## config.mk

```make
export PLATFORM = sky130hd
export DESIGN_NAME = phy_state_ctrl
export DESIGN_NICKNAME = d
export VERILOG_FILES = /design/src/rtl/phy_ctrl_pkg.sv /design/src/rtl/phy_rst_sync.sv /design/src/rtl/phy_sync2.sv /design/src/rtl/phy_state_fsm.sv /design/src/rtl/phy_state_ctrl.sv
export SDC_FILE = /design/constraint.sdc
export NUM_CORES = 1
export LEC_CHECK = 0
export BUFFER_PORTS_ARGS = -buffer_cell sky130_fd_sc_hd__buf_2
export CORE_MARGIN = 1.5
export CORE_UTILIZATION = 51
export CTS_CLUSTER_SIZE = 40
export DETAILED_ROUTE_END_ITERATION = 7
export PLACE_DENSITY = 0.73
export SYNTH_ARGS = -nofsm -noshare
export SYNTH_HDL_FRONTEND = slang
export SYNTH_SLANG_ARGS = --single-unit
export TNS_END_PERCENT = 5
```

## constraint.sdc

```tcl
create_clock -name clk -period 1.8 [get_ports clk]
set_clock_uncertainty 0.15 [all_clocks]
set_input_delay 0.27 -clock clk [delete_from_list [all_inputs] [get_ports clk]]
set_output_delay 0.27 -clock clk [all_outputs]
set_load 0.02 [all_outputs]
```

## src/rtl/phy_ctrl_pkg.sv

```systemverilog
package phy_ctrl_pkg;

    typedef logic [2:0] pm_mode_t;

    localparam pm_mode_t PM_RESET   = 3'd0;
    localparam pm_mode_t PM_STANDBY = 3'd1;
    localparam pm_mode_t PM_TX      = 3'd2;
    localparam pm_mode_t PM_RX      = 3'd3;
    localparam pm_mode_t PM_SLEEP   = 3'd4;

    typedef enum logic [2:0] {
        ST_RESET   = 3'd0,
        ST_STANDBY = 3'd1,
        ST_TX      = 3'd2,
        ST_RX      = 3'd3,
        ST_SLEEP   = 3'd4,
        ST_WAKE    = 3'd5
    } phy_st_e;

    typedef struct packed {
        logic tx;
        logic rx;
    } en_pair_t;

    // The wake phase is still reported as sleep to the MAC.
    function automatic pm_mode_t mode_of(phy_st_e s);
        case (s)
            ST_STANDBY: return PM_STANDBY;
            ST_TX:      return PM_TX;
            ST_RX:      return PM_RX;
            ST_SLEEP:   return PM_SLEEP;
            ST_WAKE:    return PM_SLEEP;
            default:    return PM_RESET;
        endcase
    endfunction

    function automatic logic is_active(phy_st_e s);
        return (s == ST_TX) || (s == ST_RX);
    endfunction

endpackage

```

## src/rtl/phy_rst_sync.sv

```systemverilog
// Reset asserts at once and releases on the clock.
module phy_rst_sync (
    input  logic clk,
    input  logic rst_n,
    output logic rst
);
    logic [1:0] stage;

    always_ff @(posedge clk or negedge rst_n) begin
        if (!rst_n) stage <= 2'b00;
        else        stage <= {stage[0], 1'b1};
    end

    assign rst = ~stage[1];
endmodule

```

## src/rtl/phy_sync2.sv

```systemverilog
module phy_sync2 #(
    parameter int W = 2
) (
    input  logic         clk,
    input  logic         rst,
    input  logic [W-1:0] d,
    output logic [W-1:0] q
);
    logic [W-1:0] meta;

    always_ff @(posedge clk) begin
        if (rst) begin
            meta <= '0;
            q    <= '0;
        end else begin
            meta <= d;
            q    <= meta;
        end
    end
endmodule

```

## src/rtl/phy_state_fsm.sv

```systemverilog
module phy_state_fsm
    import phy_ctrl_pkg::*;
#(
    parameter int INIT_CYCLES    = 4,
    parameter int RESTART_CYCLES = 8
) (
    input  logic     clk,
    input  logic     rst,
    input  en_pair_t en_live,
    input  en_pair_t en_sync,
    input  logic     sleep_req,
    output pm_mode_t pm_mode,
    output logic     phy_active,
    output logic     clk_run
);
    localparam int CNT_MAX = (INIT_CYCLES > RESTART_CYCLES) ? INIT_CYCLES : RESTART_CYCLES;
    localparam int CNT_W   = $clog2(CNT_MAX + 1);
    localparam logic [CNT_W-1:0] INIT_LAST    = CNT_W'(INIT_CYCLES - 1);
    localparam logic [CNT_W-1:0] RESTART_LAST = CNT_W'(RESTART_CYCLES - 1);

    phy_st_e          st, nxt;
    logic [CNT_W-1:0] cnt;
    logic             timed;

    always_comb begin
        nxt = st;
        case (st)
            ST_RESET:   if (cnt == INIT_LAST) nxt = ST_STANDBY;
            ST_STANDBY: begin
                if (en_live.tx)      nxt = ST_TX;
                else if (en_live.rx) nxt = ST_RX;
                else if (sleep_req)  nxt = ST_SLEEP;
            end
            ST_TX:      if (!en_live.tx) nxt = ST_STANDBY;
            ST_RX:      if (!en_live.rx) nxt = ST_STANDBY;
            ST_SLEEP:   if (en_sync.tx && en_sync.rx) nxt = ST_WAKE;
            ST_WAKE:    if (cnt == RESTART_LAST) nxt = ST_STANDBY;
            default:    nxt = ST_RESET;
        endcase
    end

    assign timed = (st == ST_RESET) || (st == ST_WAKE);

    // Outputs come from the next state so they switch cleanly on one edge.
    always_ff @(posedge clk) begin
        if (rst) begin
            st         <= ST_RESET;
            cnt        <= '0;
            pm_mode    <= PM_RESET;
            phy_active <= 1'b0;
            clk_run    <= 1'b1;
        end else begin
            st         <= nxt;
            cnt        <= (timed && nxt == st) ? cnt + 1'b1 : '0;
            pm_mode    <= mode_of(nxt);
            phy_active <= is_active(nxt);
            clk_run    <= (nxt != ST_SLEEP);
        end
    end
endmodule

```

## src/rtl/phy_state_ctrl.sv

```systemverilog
module phy_state_ctrl
    import phy_ctrl_pkg::*;
#(
    parameter int PHY_RESET_TIME = 3,
    parameter int INIT_CYCLES    = 4,
    parameter int RESTART_CYCLES = 8
) (
    input  logic       clk,
    input  logic       rst_n,
    input  logic       tx_en,
    input  logic       rx_en,
    input  logic       sleep_req,
    output logic [2:0] pm_mode,
    output logic       phy_active,
    output logic       clk_run
);
    logic     rst;
    en_pair_t en_live, en_sync;

    assign en_live = '{tx: tx_en, rx: rx_en};

    phy_rst_sync u_rst (
        .clk   (clk),
        .rst_n (rst_n),
        .rst   (rst)
    );

    phy_sync2 #(.W($bits(en_pair_t))) u_en_sync (
        .clk (clk),
        .rst (rst),
        .d   (en_live),
        .q   (en_sync)
    );

    phy_state_fsm #(
        .INIT_CYCLES    (INIT_CYCLES),
        .RESTART_CYCLES (RESTART_CYCLES)
    ) u_fsm (
        .clk        (clk),
        .rst        (rst),
        .en_live    (en_live),
        .en_sync    (en_sync),
        .sleep_req  (sleep_req),
        .pm_mode    (pm_mode),
        .phy_active (phy_active),
        .clk_run    (clk_run)
    );
endmodule

```

# Word level (Yosys, flattened, before mapping)
# Cells that the tools add are included.
word_totals:
  register_bits: 18
op_classes:
  muxes: 10
  n_reduce_logical: 7
  eq_ne: 14
  addsub: 1
op_table:
  columns: ["cell", "count"]
  rows:
  - ["$mux W3", 8]
  - ["$pmux W3 S6", 1]
  - ["$eq A3 B2 Y1 const B", 4]
  - ["$eq A3 B3 Y1 const B", 4]
  - ["$pmux W3 S4", 1]
  - ["$eq A3 B1 Y1 const B", 2]
  - ["$add A4 B1 Y4 const B", 1]
  - ["$eq A4 B2 Y1 const B", 1]
  - ["$eq A4 B3 Y1 const B", 1]
  - ["$eq A3 B3 Y1", 1]
  - ["$logic_not A3 Y1", 1]
  - ["$ne A3 B3 Y1 const B", 1]
  - ["$logic_and A1 B1 Y1", 2]
  - ["$logic_or A1 B1 Y1", 2]
  - ["$reduce_and A2 Y1", 1]
  - ["$reduce_or A2 Y1", 1]

# Logic depth before layout (Yosys ltp)
# Gate-level depths: netlist of run 1.
depth:
  word_depth: 7
  ltp_mapped: 5
  mapped_depth_nobuf: 5

# Cells and area by module
# Synthesis of run 1 repeated with hierarchy kept, for this count alone.
hier_totals:
  cells_unflattened: 67
  hier_area_um2: 663.1
by_module_without_submodules:
  columns: ["module", "area_each_um2", "cells_per_inst", "n_inst"]
  rows:
  - ["phy_state_fsm", 500.5, 55, 1]
  - ["phy_sync2", 105.1, 8, 1]
  - ["phy_rst_sync", 57.6, 4, 1]

# Worst setup path before layout of run 1
# Ideal clock, no wire load.
synth_timing:
  kind: "reg-to-reg"
  from: "reg u_fsm.cnt[0]"
  to: "reg u_fsm.cnt[2]"
  slack_ns: 0.257
  stages_incl_launch_ff: 6
  n_path_buf: 0
  t_arrival_ns: 1.276
  path_cell_list: "dfxtp_1 -> ha_1 -> or3b_1 -> a32o_1 -> nand3b_1 -> nor2_1"
synth_between:
  elab_chain_cells: 6
  word_cells_on_any_way: 9
synth_rtl:
  columns: ["element", "line", "rtl"]
  rows:
  - ["from (decl)", "phy_state_fsm.sv:22", "logic [CNT_W-1:0] cnt;"]
  - ["from (signal assigned)", "phy_state_fsm.sv:54", "cnt <= (timed && nxt == st) ? cnt + 1'b1 : '0;"]
  - ["$eq A4 B3 Y1 / $eq A4 B2 Y1 (equally long branches)", "phy_state_fsm.sv:37, phy_state_fsm.sv:28", null]
  - ["$mux W3 (on tied branches)", "phy_state_fsm.sv:37, phy_state_fsm.sv:28", null]
  - ["$pmux W3 S6", "phy_state_fsm.sv:27", "case (st)"]
  - ["$eq A3 B3 Y1", "phy_state_fsm.sv:54", null]
  - ["$logic_and A1 B1 Y1", "phy_state_fsm.sv:54", null]
  - ["$reduce_and A2 Y1 (no source line)", null, null]
# Parallel ways exist; a longest one is shown, timed or not.
# A chain may end at the register's enable or synchronous reset.

# Worst setup path after layout of run 1
layout_timing:
  from: "reg u_fsm.cnt[0]"
  to: "reg u_fsm.pm_mode[0]"
layout_between:
  elab_chain_cells: 6
  word_cells_on_any_way: 12
layout_rtl:
  columns: ["element", "line", "rtl"]
  rows:
  - ["$eq A4 B3 Y1 / $eq A4 B2 Y1 (equally long branches)", "phy_state_fsm.sv:37, phy_state_fsm.sv:28", null]
  - ["$mux W3 (on tied branches)", "phy_state_fsm.sv:37, phy_state_fsm.sv:28", null]
  - ["$pmux W3 S6 (*)", "phy_state_fsm.sv:27", null]
  - ["$eq A3 B3 Y1", "phy_ctrl_pkg.sv:27", "case (s)"]
  - ["$reduce_or A2 Y1 (no source line)", null, null]
  - ["$pmux W3 S4 (*)", "phy_ctrl_pkg.sv:27", null]
  - ["to (signal assigned)", "phy_state_fsm.sv:55", "pm_mode <= mode_of(nxt);"]
  - ["to (decl)", "phy_state_fsm.sv:12", "output pm_mode_t pm_mode,"]
# Every way passes the cells marked *; elsewhere a longest branch is shown, timed or not.

==> summary.md, run 1 <==
| Metric | Value |
|---|---|
| Status | finished, final reports clean |
| Unrepaired setup endpoints after global routing | no |
| First drt pass iteration count | 4 |
| Core box area | roughly 0.0012 mm² |
| Die Footprint | 0.001528 mm² |
| Final Net Count | 86 |
| Seq cells post-synth | 18 |
| Die Ht | around 39 µm |
| Post-synthesis cell type count | 26 |
| Peak supply drop | 0.0005365 V |
| 1st-iter DRT viols | 9 |
| CP max-delay cell | or3b_1 |
| Largest net degree at the start of global routing | 13 |
| Sum Neg Setup Slack | 0 ps |
| Synth top area share | 0.4821 |
| Worst R2R Path Depth | 5 |
| Most common cell in the netlist | dfxtp_1 |
| CP max stage delay | 380 ps |
| Placed Cells | a little under 90 |
| Total GRT Usage | 0.1769 |
| CTS tree | done |
| Synth cell count leaders | dfxtp_1, nor2_1, and3_1, and2_1, nand2_1 |
| Seq/Total Area, Yosys | 0.5574 |
| Number of global-route vias before repair | just over 400 |
| Final setup viols | 0 |
| Synth area leaders | dfxtp_1, dfrtp_1, and3_1 |
| HPWL Detailed | 722.5 µm |
| First-pass GRT wire length | between 1.5 and 2 mm |
| Starting Density | 0.5747 |
| # Max-Cap Violations | 0 |
| Routed wire length | around 1.0 mm |
| Post-synthesis cell area | between 600 and 700 µm² |
| LEAKAGE | around 0.00034 µW |
| Buffers on Ports | 9 |
| Syn Nets | 71 |
| Final hold slack | ~53 ps |
| DR vias | roughly 470 |
| Gr ovfl total | 0 |
| ANT cells | 0 |
| H-tree Lvls | 1 |
| Die Wd | about 39 µm |
| Crit-path cells | ha_1 > or3b_1 > o21ai_1 > a222oi_1 > nor3b_1 |
| # IOs | 10 |
| Worst path arrival time | between 1500 and 2000 ps |
| Row cnt | 12 |
| Worst setup SP type | flip-flop |
| Primary FF master, synth | dfxtp_1 |
| Hold Buf Count CTS | 1 |
| Root Driver | clkbuf_4 |
| CTS clk-pin slew, worst paths | around 100 ps |
| Slew Viols, Final | 0 |
| Antenna Nets Post-Route | 0 |
| Critical Path RT | approximately 1900 ps |
| TritonCTS buffer count | 3 |
| Period Utilization, post-route | 0.9182 |
| Max Fclk | a little over 600 MHz |
| Minimum clock period | about 1700 ps |
| Final Hold Viols | 0 |
| Share of synthesized registers carrying an async set or reset | 0.1111 |
| Drt wl/cell | roughly 11 µm |
| Clk sinks | 18 |
| Synth warn | 0 |
| Layout cells sized above 1 | 0.2278 |
| Pwr dens | 1047 mW/mm² |
| Area growth, synth to finish | 16.95% |
| Setup Buffers After CTS | 0 |
| HP Class | in2reg |
| CTS resizes | 0 |
| Initial antenna violation count | 0 |
| GPL Wtd Cong | approximately 0.8 |
| CP Capture Type | flip-flop |
| Synth area leader | dfxtp_1 |
| Setup Crit Path Kind | reg2reg |
| Clock latency at the later pin of the worst-skew pair | between 200 and 300 ps |
| CTS max path bufs | 2 |
| Fill cells | 93 |
| Post-Layout Cell Count | 93 |
| Hold depth | 2 |
| Cells after Synth | 65 |
| Drt via density | roughly 5 |
| EDFF count, synth | 0 |
| Syn Area/Cell | 10.22 µm² |
| Worst-path maximum fanout | 4 |
| DR DRC count | 0 |
-- report_power, final --
group | leakage (µW) | internal (µW) | switching [µW] | total, µW
Combinational | 0.000169 | 55.3 | 54.0 | 109
Sequential | 0.000154 | 433 | 25.9 | 459
Clock | 0.0000210 | 123 | 122 | 245
-- per-layer routing --
layer	global-route usage	share of wire	wire length [µm]	vias up
met5	0	0	0	-
met4	0.1293	0.026	27	0
met3	0.06936	0.040	42	5
met2	0.2542	0.41	429	12
met1	0.2092	0.52	542	206
li1	-	-	-	248
-- state kept, by name (all words and copies together), names as in the netlist --
name	count
u_en_sync.meta	2
u_en_sync.q	2
u_fsm.clk_run	1
u_fsm.cnt	4
u_fsm.phy_active	1
u_fsm.pm_mode	3
u_fsm.st	3
u_rst.stage	2
-- layout by cell type, fill, tap and decap left out, types with 2 or more instances in the layout --
cell type / synthesis / layout
a32o_1: 3 / 3
clkbuf_4: 0 / 3
nand3b_1: 2 / 2
dfrtp_1: 2 / 2
and2_1: 4 / 4
o21ai_0: 3 / 3
buf_2: 0 / 9
and3_1: 5 / 5
nor2_1: 6 / 6
nand2_1: 4 / 4
dfxtp_1: 16 / 16
nor2b_1: 2 / 2
inv_1: 3 / 3
-- critical path, delay by kind of cell (launching register included) --
family / cells / cell delay, ps
AOI/OAI and AO/OA: 2 / 270
adders and majority gates: 1 / 220
DFF: 1 / 370
and+or+nand+nor: 2 / 580
-- path summary, 6_finish.rpt --
kind	startpoint	end	slack (ps)
min	rx_en	u_en_sync.meta[0]	50
min reg2reg	u_rst.stage[0]	u_rst.stage[1]	220
max in group asynchronous	rst_n	u_rst.stage[1]	1280
max	u_fsm.cnt[0]	u_fsm.pm_mode[0]	150
min in group asynchronous	rst_n	u_rst.stage[0]	130
max reg2reg	u_fsm.cnt[0]	u_fsm.pm_mode[0]	150
-- through the flow --
stage,setup WS [ps],instance area (µm²),power [µW],util
after floorplan,257.0,664.4,545.9,-
after CTS,137.7,777.0,821.1,0.6721
after global routing,47.33,777.0,859.6,0.6721
after detailed placement,162.4,730.7,575.9,0.6320
final,147.2,777.0,813.2,0.6721
after global placement,158.2,730.7,573.4,0.6320
-- layout make-up --
| cell class | count | area [µm²] | area share |
|---|---|---|---|
| clock buffer | 4 | 36.28 | 0.04670 |
| inverter | 3 | 11.26 | 0.01449 |
| multi-input combinational | 43 | 279.0 | 0.3591 |
| sequential | 18 | 370.4 | 0.4767 |
| tap | 14 | 17.52 | 0.02254 |
| timing repair buffer | 11 | 62.56 | 0.08052 |
-- cells by family (layout without fill, tap and decap cells) --
family,count (synthesis),after routing,share of synthesized area
xor gates and xnor gates,2,2,0.02637
buffers and inverters,4,18,0.02259
and+or+nand+nor,31,31,0.2787
other,1,1,0.005644
DFF,18,18,0.5574
AOI/OAI and AO/OA,8,8,0.09038
adders and majority gates,1,1,0.01883
Power figures use the tool's default switching activity.
==> inputs of run 2 (changes only) <==
Settings changed: ABC_CLOCK_PERIOD_IN_PS set to 1800, CORE_UTILIZATION 51 to 40, CTS_BUF_LIST set to sky130_fd_sc_hd__clkbuf_16, PLACE_DENSITY 0.73 to unset.
==> run 2 against run 1 <==
Effect of this change: hold slack gained 76 ps; cell count grew 2.2%; clock power grew 77%; register-to-register slack lost 30 ps; setup slack lost 32 ps; critical path depth is the same; sequential power is essentially flat; sequential share of layout area shrank 2.7 points; critical endpoint unchanged; highest routed layer unchanged.
==> summary.md, run 2 (synthesized netlist as in run 1, its figures left out) <==
| Metric | Value |
|---|---|
| CTS max path bufs | 2 |
| GPL Wtd Cong | 0.7189 |
| Period Utilization, post-route | 0.9361 |
| Routed wire length | about 1.0 mm |
| Clk sinks | 18 |
| Clock latency at the later pin of the worst-skew pair | 240 ps |
| Pwr dens | roughly 1200 mW/mm² |
| Buffers on Ports | 9 |
| CTS clk-pin slew, worst paths | ~50 ps |
| Worst-path maximum fanout | 4 |
| Most frequent cells in the layout | dfxtp_1, buf_2, nor2_1 |
| HP Class | in2reg |
| Drt wl/cell | approximately 11 µm |
| CP max-delay cell | or3b_1 |
| DR vias | 471 |
| Core box area | about 0.0015 mm² |
| CP max stage delay | between 300 and 400 ps |
| 1st-iter DRT viols | 16 |
| Max Fclk | slightly below 600 MHz |
| Die Wd | between 40 and 50 µm |
| Unrepaired setup endpoints after global routing | no |
| Drt via density | just under 5 |
| Register area | ~370 µm² |
| LEAKAGE | 0.0003590 µW |
| Worst path arrival time | 1700 ps |
| Initial antenna violation count | 0 |
| CP Capture Type | flip-flop |
| Status | finished, final reports clean |
| First-pass GRT wire length | between 1.5 and 2 mm |
| Worst Tran Pin Value | 502.2 ps |
| Largest net degree at the start of global routing | 13 |
| Peak supply drop | 0.0007335 V |
| Row cnt | 14 |
| Number of global-route vias before repair | between 400 and 500 |
| TritonCTS buffer count | 3 |
| Total GRT Usage | 0.1294 |
| Area growth, synth to finish | 24.11% |
| Layout cells sized above 1 | 0.2278 |
| # Max-Cap Violations | 0 |
| Setup Crit Path Kind | reg2reg |
| Final instance area | 824.5 µm² |
| CTS tree | done |
| Minimum clock period | 1685 ps |
| Final Net Count | 86 |
| Setup Buffers After CTS | 0 |
| ANT cells | 0 |
| Antenna Nets Post-Route | 0 |
| Most common cell after layout, fill and taps aside | dfxtp_1 |
| GR peak layer | met2 |
| # IOs | 10 |
| Met1 usage | 0.1557 |
| Final Hold Viols | 0 |
| Final setup viols | 0 |
| Sum Neg Setup Slack | 0 ps |
| DR DRC count | 0 |
| Area of the multi-input gates | between 200 and 300 µm² |
| Gr ovfl total | 0 |
| First drt pass iteration count | 4 |
| Fill cells | 134 |
| Max reg flops | 4 |
| Largest regs | u_fsm.cnt x4, u_fsm.pm_mode x3, u_fsm.st x3 |
| Critical Path RT | approximately 1800 ps |
| Starting Density | 0.4360 |
| Slew Viols, Final | 0 |
| Worst setup SP type | flip-flop |
| Crit-path cells | ha_2 > or3b_1 > o21ai_1 > a222oi_1 > nor3b_1 |
| Root Driver | clkbuf_16 |
| Met3 global-route usage | 0.03750 |
| HPWL Detailed | slightly above 700 µm |
| Top reg by flops | u_fsm.cnt |
| Die Footprint | 0.001915 mm² |
| H-tree Lvls | 1 |
| Die Ht | ~44 µm |
| M2 GR Usage | 0.1882 |
| Worst rel slew slack | 0.6652 |
| Placed instance area | 733.2 µm² |
## run 2: changes by cell type in the layout (fill, tap and decap cells not counted), sizes merged
cell / change
clkinv: +1
clkbuf: -1
## run 2: worst paths after layout
| check | from | end | slack (ps) | cells past startpoint |
|---|---|---|---|---|
| worst max-delay path | u_fsm.cnt[0] | u_fsm.pm_mode[0] | 110 | 5 |
| worst min-delay path | rx_en | u_en_sync.meta[0] | 130 | 2 |
| worst max register to register | u_fsm.cnt[0] | u_fsm.pm_mode[0] | 110 | 5 |
| worst min register to register | u_rst.stage[0] | u_rst.stage[1] | 200 | 0 |
| max in group asynchronous | rst_n | u_rst.stage[1] | 1230 | 2 |
| min in group asynchronous | rst_n | u_rst.stage[0] | 180 | 2 |
## run 2: critical path: cells and delay by family, from the launching register on
kind / cells / cell delay [ps]
and+or+nand+nor: 2 / 580
adders and majority gates: 1 / 210
DFF: 1 / 350
AOI/OAI and AO/OA: 2 / 300
## run 2: final cells by class
| class | count | area share |
|---|---|---|
| clock buffer | 3 | 0.09105 |
| clock inverter | 1 | 0.004552 |
| inverter | 3 | 0.01366 |
| multi-input combinational | 43 | 0.3414 |
| sequential | 18 | 0.4492 |
| tap | 16 | 0.02428 |
| timing repair buffer | 11 | 0.07587 |
## run 2: through the flow
| step | power (µW) | setup slack [ps] | hold slack (ps) | cells | util |
|---|---|---|---|---|---|
| 2_1_floorplan | 545.9 | 257.0 | -175.6 | 65 | - |
| 3_3_place_gp | 575.9 | 115.5 | -95.40 | 90 | 0.4811 |
| 3_5_place_dp | 576.6 | 129.7 | -93.47 | 90 | 0.4811 |
| 4_1_cts | 1013 | 77.79 | 139.8 | 95 | 0.5394 |
| 5_1_grt | 1049 | 1.556 | 147.4 | 95 | 0.5411 |
| 6_report | 1005 | 114.9 | 129.3 | 95 | 0.5411 |
## run 2: routing by layer
| metal | part of all wire | wire length, µm |
|---|---|---|
| met5 | 0 | 0 |
| met4 | 0.022 | 23 |
| met3 | 0.037 | 39 |
| met2 | 0.44 | 459 |
| met1 | 0.50 | 519 |
## run 2: power breakdown
group          total (µW)  switching (µW)  internal (µW)
Combinational         112            55.1           56.5
Clock                 433             138            295
Sequential            461            26.2            435
Total                1010             219            786
## run 2: timing repair
item / in CTS / in global routing
hold endpoints to repair: 2 / 0
setup endpoints to repair: 0 / 1
hold buffers: 1 / 0
resized for setup: 0 / 1
==> inputs of run 3 (changes only) <==
Settings changed: CORE_UTILIZATION 40 to 45, PLACE_DENSITY set to 0.65.
==> run 3 against run 2 <==
Effect of this change: sequential share of layout area rose by 0.48 points; sequential power barely moved; register-to-register slack improved by 30 ps; routed wire length fell by 2.0%; hold slack got worse by 14 ps; setup slack improved by 27 ps.
==> summary.md, run 3 (synthesized netlist as in run 1, its figures left out) <==
| Metric | Value |
|---|---|
| Status | finished, final reports clean |
| Worst setup SP type | flip-flop |
| Top reg by flops | u_fsm.cnt |
| Die Wd | 41.43 µm |
| ANT cells | 0 |
| Placed instance area | 724.4 µm² |
| Starting Density | 0.4981 |
| Most common cell after layout, fill and taps aside | dfxtp_1 |
| Root Driver | clkbuf_16 |
| Gr ovfl total | 0 |
| First drt pass iteration count | 4 |
| Max Fclk | ~600 MHz |
| Drt wl/cell | ~11 µm |
| Largest net degree at the start of global routing | 13 |
| Clock latency at the later pin of the worst-skew pair | 250 ps |
| LEAKAGE | 0.0003575 µW |
| Final setup viols | 0 |
| Gate power share | 0.108 |
| DR DRC count | 0 |
| Clock power frac | 0.430 |
| Post-Layout Cell Count | 93 |
| Pwr dens | 1227 mW/mm² |
| Die Footprint | about 0.0017 mm² |
| # IOs | 10 |
| Reg power frac | 0.462 |
| Fill cells | 102 |
| Unrepaired setup endpoints after global routing | no |
| Met2 wire length | 434 µm |
| HP Class | in2reg |
| Wire length on met3 | about 48 µm |
| Register area | about 370 µm² |
| Area growth, synth to finish | 22.79% |
| Crit-path cells | ha_2 > or3b_1 > o21ai_1 > a222oi_1 > nor3b_1 |
| Layout cells sized above 1 | 0.2179 |
| CP max-delay cell | or3b_1 |
| Die Ht | about 41 µm |
| Core box area | 0.001334 mm² |
| Final Hold Viols | 0 |
| Placed Cells | about 90 |
| CP Capture Type | flip-flop |
| DR vias | between 400 and 500 |
| Final instance area | 815.8 µm² |
| GPL Wtd Cong | roughly 0.84 |
| Antenna Nets Post-Route | 0 |
| CTS tree | done |
| Worst path arrival time | roughly 1700 ps |
| Buffers on Ports | 9 |
| M1 wire length | 518 µm |
| H-tree Lvls | 1 |
| Max Used Layer | met4 |
| HPWL Detailed | around 750 µm |
| Drt via density | ~5.2 |
| Area of the multi-input gates | about 280 µm² |
| Total power | around 1000 µW |
| CP top delay family | simple AND/OR/NAND/NOR gates |
| Final hold slack | around 120 ps |
| CTS max path bufs | 2 |
| Most frequent cells in the layout | dfxtp_1, buf_2, nor2_1 |
| First-pass GRT wire length | 1.662 mm |
| CP max stage delay | 380 ps |
| Row cnt | 13 |
| Int Pwr | between 700 and 800 µW |
| Setup Crit Path Kind | reg2reg |
| Number of global-route vias before repair | around 400 |
| Crit path buf inv count | 0 |
| Max reg flops | 4 |
| Switching Share | 0.2162 |
| Largest regs | u_fsm.cnt x4, u_fsm.pm_mode x3, u_fsm.st x3 |
| Peak supply drop | 0.0008951 V |
| TritonCTS buffer count | 3 |
| Sum Neg Setup Slack | 0 ps |
| Worst-path maximum fanout | 4 |
| Initial antenna violation count | 0 |
| Minimum clock period | between 1500 and 2000 ps |
| 1st-iter DRT viols | 9 |
| Total GRT Usage | 0.1291 |
| Slew Viols, Final | 0 |
| Clk sinks | 18 |
| Sw power | around 220 µW |
| Period Utilization, post-route | 0.9212 |
| CTS clk-pin slew, worst paths | about 50 ps |
| Routed wire length | around 1.0 mm |
| # Max-Cap Violations | 0 |
| Critical Path RT | approximately 1800 ps |
| Final Net Count | 85 |
## run 3: layer usage
| metal | GRT usage | up-vias |
|---|---|---|
| li1 | - | 250 |
| met1 | 0.1753 | 213 |
| met2 | 0.1781 | 14 |
| met3 | 0.05217 | 2 |
| met4 | 0.05806 | 0 |
| met5 | 0 | - |
## run 3: final cells by class
| type | count | area share |
|---|---|---|
| Timing Repair Buffer | 10 | 0.06748 |
| Clock inverter | 1 | 0.004601 |
| Sequential cell | 18 | 0.4540 |
| Inverter | 3 | 0.01380 |
| Clock buffer | 3 | 0.09202 |
| Multi-Input combinational cell | 43 | 0.3451 |
| Tap cell | 15 | 0.02301 |
## run 3: power groups by stage
stage	logic, µW	clock network, µW	registers (µW)
floorplan	76.5	0	469
global placement	104	0	468
detailed placement	105	0	469
CTS	108	442	461
global route	121	454	466
finish	108	430	462
## run 3: stage by stage
step	utilization	setup slack, ps
final	0.6116	141.9
after global routing	0.6116	14.36
after CTS	0.6098	101.9
after detailed placement	0.5432	118.5
after global placement	0.5432	135.4
after floorplan	-	257.0
## run 3: repair_timing
item	4_1_cts	5_1_grt
setup endpoints to repair	0	1
hold buffers	1	0
hold endpoints to repair	2	0
resized for setup	0	1
setup buffers	0	0
## run 3: final timing paths
kind,startpoint,end,cells after the start,slack [ps]
max in group asynchronous,rst_n,u_rst.stage[1],2,1220
setup / recovery,u_fsm.cnt[0],u_fsm.pm_mode[0],5,140
min in group asynchronous,rst_n,u_rst.stage[0],2,190
hold reg to reg,u_rst.stage[0],u_rst.stage[1],0,200
setup reg to reg,u_fsm.cnt[0],u_fsm.pm_mode[0],5,140
hold / removal,rx_en,u_en_sync.meta[0],2,120
